`src/rtl/dual_irq_vector.sv`:
```
`timescale 1ns/1ps
module dual_irq_vector (
  input  logic       clk,
  input  logic       rst_n,
  input  logic       vec_wr,
  input  logic [7:0] vec_wdata,
  input  logic       sav,
  input  logic [1:0] tx_en,
  input  logic [1:0] ext_en,
  input  logic [3:0] rx_mode,
  input  logic [1:0] tx_evt,
  input  logic [1:0] ext_evt,
  input  logic [1:0] rx_char,
  input  logic [1:0] rx_par,
  input  logic [1:0] rx_ovr,
  input  logic [1:0] rx_frm,
  input  logic [1:0] rx_read,
  input  logic       cmd_valid,
  input  logic       cmd_chan,
  input  logic [2:0] cmd_code,
  output logic       irq,
  output logic [7:0] vec_rdata
);
  logic [7:0] base;
  logic [1:0] tx_req, ext_req, av_req, sp_req;
  logic [2:0] code;

  always_ff @(posedge clk)
    if (!rst_n) base <= '0;
    else if (vec_wr) base <= vec_wdata;

  for (genvar c = 0; c < 2; c++) begin : g_ch
    wire [1:0] m     = rx_mode[2*c+1:2*c];
    wire       here  = cmd_valid && (cmd_chan == 1'(c));
    wire       err   = rx_ovr[c] | rx_frm[c] | (rx_par[c] && m == 2'd2);
    logic       txp, exq, avp, spp, armed;
    logic [1:0] mq;
    wire       arm   = (here && cmd_code == 3'd4) || (m == 2'd1 && mq != 2'd1);
    wire       sp_set = rx_char[c] && err && m != 2'd0;
    wire       av_set = rx_char[c] && !err && (m[1] || (m == 2'd1 && armed));

    always_ff @(posedge clk)
      if (!rst_n) begin
        txp <= 1'b0; exq <= 1'b0; avp <= 1'b0; spp <= 1'b0;
        armed <= 1'b0; mq <= 2'd0;
      end else begin
        txp   <= tx_evt[c]  | (txp & ~(here && cmd_code == 3'd5));
        exq   <= ext_evt[c] | (exq & ~(here && cmd_code == 3'd2));
        spp   <= sp_set     | (spp & ~(here && cmd_code == 3'd6));
        avp   <= av_set     | (avp & ~rx_read[c]);
        mq    <= m;
        armed <= arm ? 1'b1 : (rx_char[c] ? 1'b0 : armed);
      end

    assign tx_req[c]  = txp & tx_en[c];
    assign ext_req[c] = exq & ext_en[c];
    assign av_req[c]  = avp & (m != 2'd0);
    assign sp_req[c]  = spp & (m != 2'd0);
  end

  always_comb begin
    code = 3'b011;
    if (ext_req[0]) code = 3'd1;
    if (tx_req[0])  code = 3'd0;
    if (av_req[0])  code = 3'd2;
    if (sp_req[0])  code = 3'd3;
    if (ext_req[1]) code = 3'd5;
    if (tx_req[1])  code = 3'd4;
    if (av_req[1])  code = 3'd6;
    if (sp_req[1])  code = 3'd7;
  end

  assign irq       = |{tx_req, ext_req, av_req, sp_req};
  assign vec_rdata = sav ? {base[7:4], code, base[0]} : base;
endmodule

```
`config.mk`:
```
export PLATFORM = sky130hd
export DESIGN_NAME = dual_irq_vector
export DESIGN_NICKNAME = d
export VERILOG_FILES = /design/src/rtl/dual_irq_vector.sv
export SDC_FILE = /design/constraint.sdc
export NUM_CORES = 1
export LEC_CHECK = 0
export BUFFER_PORTS_ARGS = -buffer_cell sky130_fd_sc_hd__buf_2
export CORE_MARGIN = 3
export CORE_UTILIZATION = 45
export CTS_CLUSTER_DIAMETER = 120
export DETAILED_ROUTE_END_ITERATION = 10
export PLACE_DENSITY = 0.77
export SYNTH_ARGS = -nofsm -noshare
export SYNTH_HDL_FRONTEND = slang
export SYNTH_SLANG_ARGS = --single-unit
export TNS_END_PERCENT = 10
```
`constraint.sdc`:
```
create_clock -name clk -period 0.96 [get_ports clk]
set_input_delay 0.096 -clock clk [delete_from_list [all_inputs] [get_ports clk]]
set_output_delay 0.096 -clock clk [all_outputs]
set_load 0.05 [all_outputs]
```
==> impl_results.md <==
* CP max FO at 3
* Clock root buffer: clkbuf_4
* Slowest CP cell: a222oi_1
* Fraction of registers with async set/reset at 0
* Mean area per synthesized cell at 9.46 um2
* Number of synthesized register bits at 22
* GRT overflow at 0
* Fmax at 675 MHz
* Synth area leaders: dfxtp_1, nor2b_1, mux2i_1, o21a_1, buf_4
* Failing checks: setup timing
* Die Wd at 55.0 um
* Top_reg_cell synth: dfxtp_1
* Critical path class: reg -> out
* Worst vdd ir at 0.000950 V
* Synth Instances at 114
* # H-tree levels at 1
* N_diodes at 0
* Initial DRC Count at 15
* RSZ-0062 raised after global routing: yes
* Crit path DAT at 1.38 ns
* Core area at 2230 um2
* Post-DP HPWL at 1910 um
* CTS Buffer Depth at 2
* Syn_nets at 153
* Number of setup buffers added after CTS at 0
* Die height at 55.0 um
* # rows at 17
* Proportion of layout cells with a drive suffix above 1 at 0.452
* Maxcap violations at 0
* Worst R2R Start: g_ch[0].mq[0]
* CP peak stage delay at 0.41 ns
* Worst hold path type: in -> reg
* Pwr Total at 1.97 mW
* Crit path buf inv count at 1
* Register area share after synthesis at 0.408
* Avg WL per Cell at 12.6 um
* Clk slew on worst S/H paths at 0.11 ns
* Vias per inst at 5.22
* Gr usage total at 0.172
* Largest delay share family, worst path: compound AO/OA/AOI/OAI gates
* DR vias at 1013
* Pwr Density at 1280 nW/um2
* First-pass GRT wire length at 3810 um
* Setup crit end: vec_rdata[1]
* Max_slew headroom at 0.750
* Max Slew Vio Count at 0
* Finish-stage setup viols at 4
* DIE AREA at 3020 um2
* CTS tree: built
* Buffers on Ports at 47
* Core Util, Final at 0.688
* Reg2Reg Setup Slack at 0.09 ns
* Synthesized cell area at 1080 um2
* DR pass1 iterations at 4
* Fin crit period at 1.48 ns
* Initial antenna violation count at 0
* CP Cell Sequence: a222oi_1, o221ai_2, buf_6
* Critical path launch point: g_ch[1].exq
* Initial Util at 0.483
* GPL Wtd Cong at 0.697
* Final Hold Fails at 0
* Critical Path End Type: output pin
* Area leader, netlist: dfxtp_1
* PnR worst setup slack at -0.521 ns
* Status: finished with violations
* Yosys warnings at 0
* Synth cell types at 32
* Total wire length at 2440 um
* Period Utilization, post-route at 1.54
* Worst r2r dst: g_ch[0].armed
* Startpoint Class: register
* Cts bufs inserted at 3
* Ports at 48
* Clock latency at the later pin of the worst-skew pair at 0.29 ns
* DRC Markers at 0
* CP Depth at 3
* Hold_ws at 0.0513 ns
* Pin count of the biggest net entering global routing at 23
* Worst path required time at 0.86 ns
* Setup TNS at -1.75 ns
* LEAKAGE at 0.653 nW
* Top-area cell type share of the netlist area at 0.408
* Worst r2r path cells at 3
* Worst-Margin Slew at 0.376 ns
* Area growth syn-to-layout at 42.5%
* Worst min-delay path startpoint: vec_wdata[6]
* NumNets Final at 207
* Clock Sinks at 22
* Skew final at 0.000266 ns
* Vias in the first global route at 935
* Post-synth EDFFs at 0
* Number of routed nets with antenna violations at 0
-- cell usage after synthesis, drive strengths merged, types with 2 or more instances --
cell type	instances
dfxtp	22
clkbuf	2
buf	6
and2	5
a21boi	4
a22oi	2
o31a	4
nor2b	15
nand2	3
o21a	7
mux2i	8
o21ai	5
o221ai	3
nand2b	4
nor2	4
nand3b	3
nor3b	4
-- worst register-to-register path: stages, from the launching register on --
cell and delay (ns):
dfxtp_1 0.32, nor2b_2 0.13, nor3b_1 0.06, o31a_1 0.27
-- power breakdown --
group          internal, mW  total (mW)  switching [mW]
Combinational         0.272       0.565           0.293
Sequential            0.971        1.00          0.0335
Clock                 0.146       0.402           0.256
-- metrics by stage --
step / instances / setup WS (ns) / area (um2)
after global routing: 194 / -0.633 / 1540
after CTS: 194 / -0.557 / 1510
after global placement: 187 / -0.376 / 1400
final: 194 / -0.521 / 1540
after floorplan: 114 / -0.179 / 1130
after detailed placement: 187 / -0.374 / 1400
-- registers in the layout, summed over array words and instances, names as in the netlist --
name        count
g_ch.exq        2
g_ch.txp        2
g_ch.spp        2
g_ch.armed      2
base            8
g_ch.avp        2
g_ch.mq         4
-- what timing repair did --
item,CTS,global route
pin swaps,2,3
resized for setup,19,9
setup endpoints to repair,9,10
hold buffers,4,0
hold endpoints to repair,4,0
-- logic make-up (layout without fill, tap and decap cells) --
logic type,Yosys count,in the layout,synth area share
AO/OA/AOI/OAI,33,33,0.227
buffers and inverters,9,61,0.0499
flip-flops,22,22,0.408
multiplexers,8,8,0.0742
AND/OR/NAND/NOR,42,42,0.240
-- final cells by class --
type	instances	area [um2]
Multi-Input combinational cell	83	649
Timing Repair Buffer	57	377
Fill cell	189	697
Clock buffer	3	22.5
Sequential cell	22	449
Inverter	1	3.75
Tap cell	28	35.0
-- layer usage --
| layer | GRT usage | share of wire | wire (um) | vias up |
|---|---|---|---|---|
| li1 | - | - | - | 512 |
| met1 | 0.207 | 0.43 | 1050 | 461 |
| met2 | 0.307 | 0.49 | 1190 | 38 |
| met3 | 0.0268 | 0.075 | 183 | 2 |
| met4 | 0.0607 | 0.0045 | 11 | 0 |
| met5 | 0 | 0 | 0 | - |
-- cells in the final DEF (no fill, tap or decap), types with 4 or more instances in the layout --
master / instances
nor2_1: 4
nor3b_1: 4
buf_2: 38
o21a_1: 7
mux2i_1: 8
dlygate4sd3_1: 4
nor2b_1: 14
nand2b_1: 4
o31a_1: 4
buf_4: 6
buf_6: 9
dfxtp_1: 15
a21boi_0: 4
dfxtp_2: 7
-- worst min path at each step --
stage          depth (start not counted)       endpoint  slack, ns
3_5_place_dp                           2    g_ch[1].txp       0.31
5_1_grt                                3        base[5]       0.05
4_1_cts                                3    g_ch[1].avp       0.04
2_1_floorplan                          1  g_ch[0].mq[1]       0.22
6_report                               3        base[6]       0.05
3_3_place_gp                           2    g_ch[0].exq       0.30
Power figures use the tool's default switching activity.
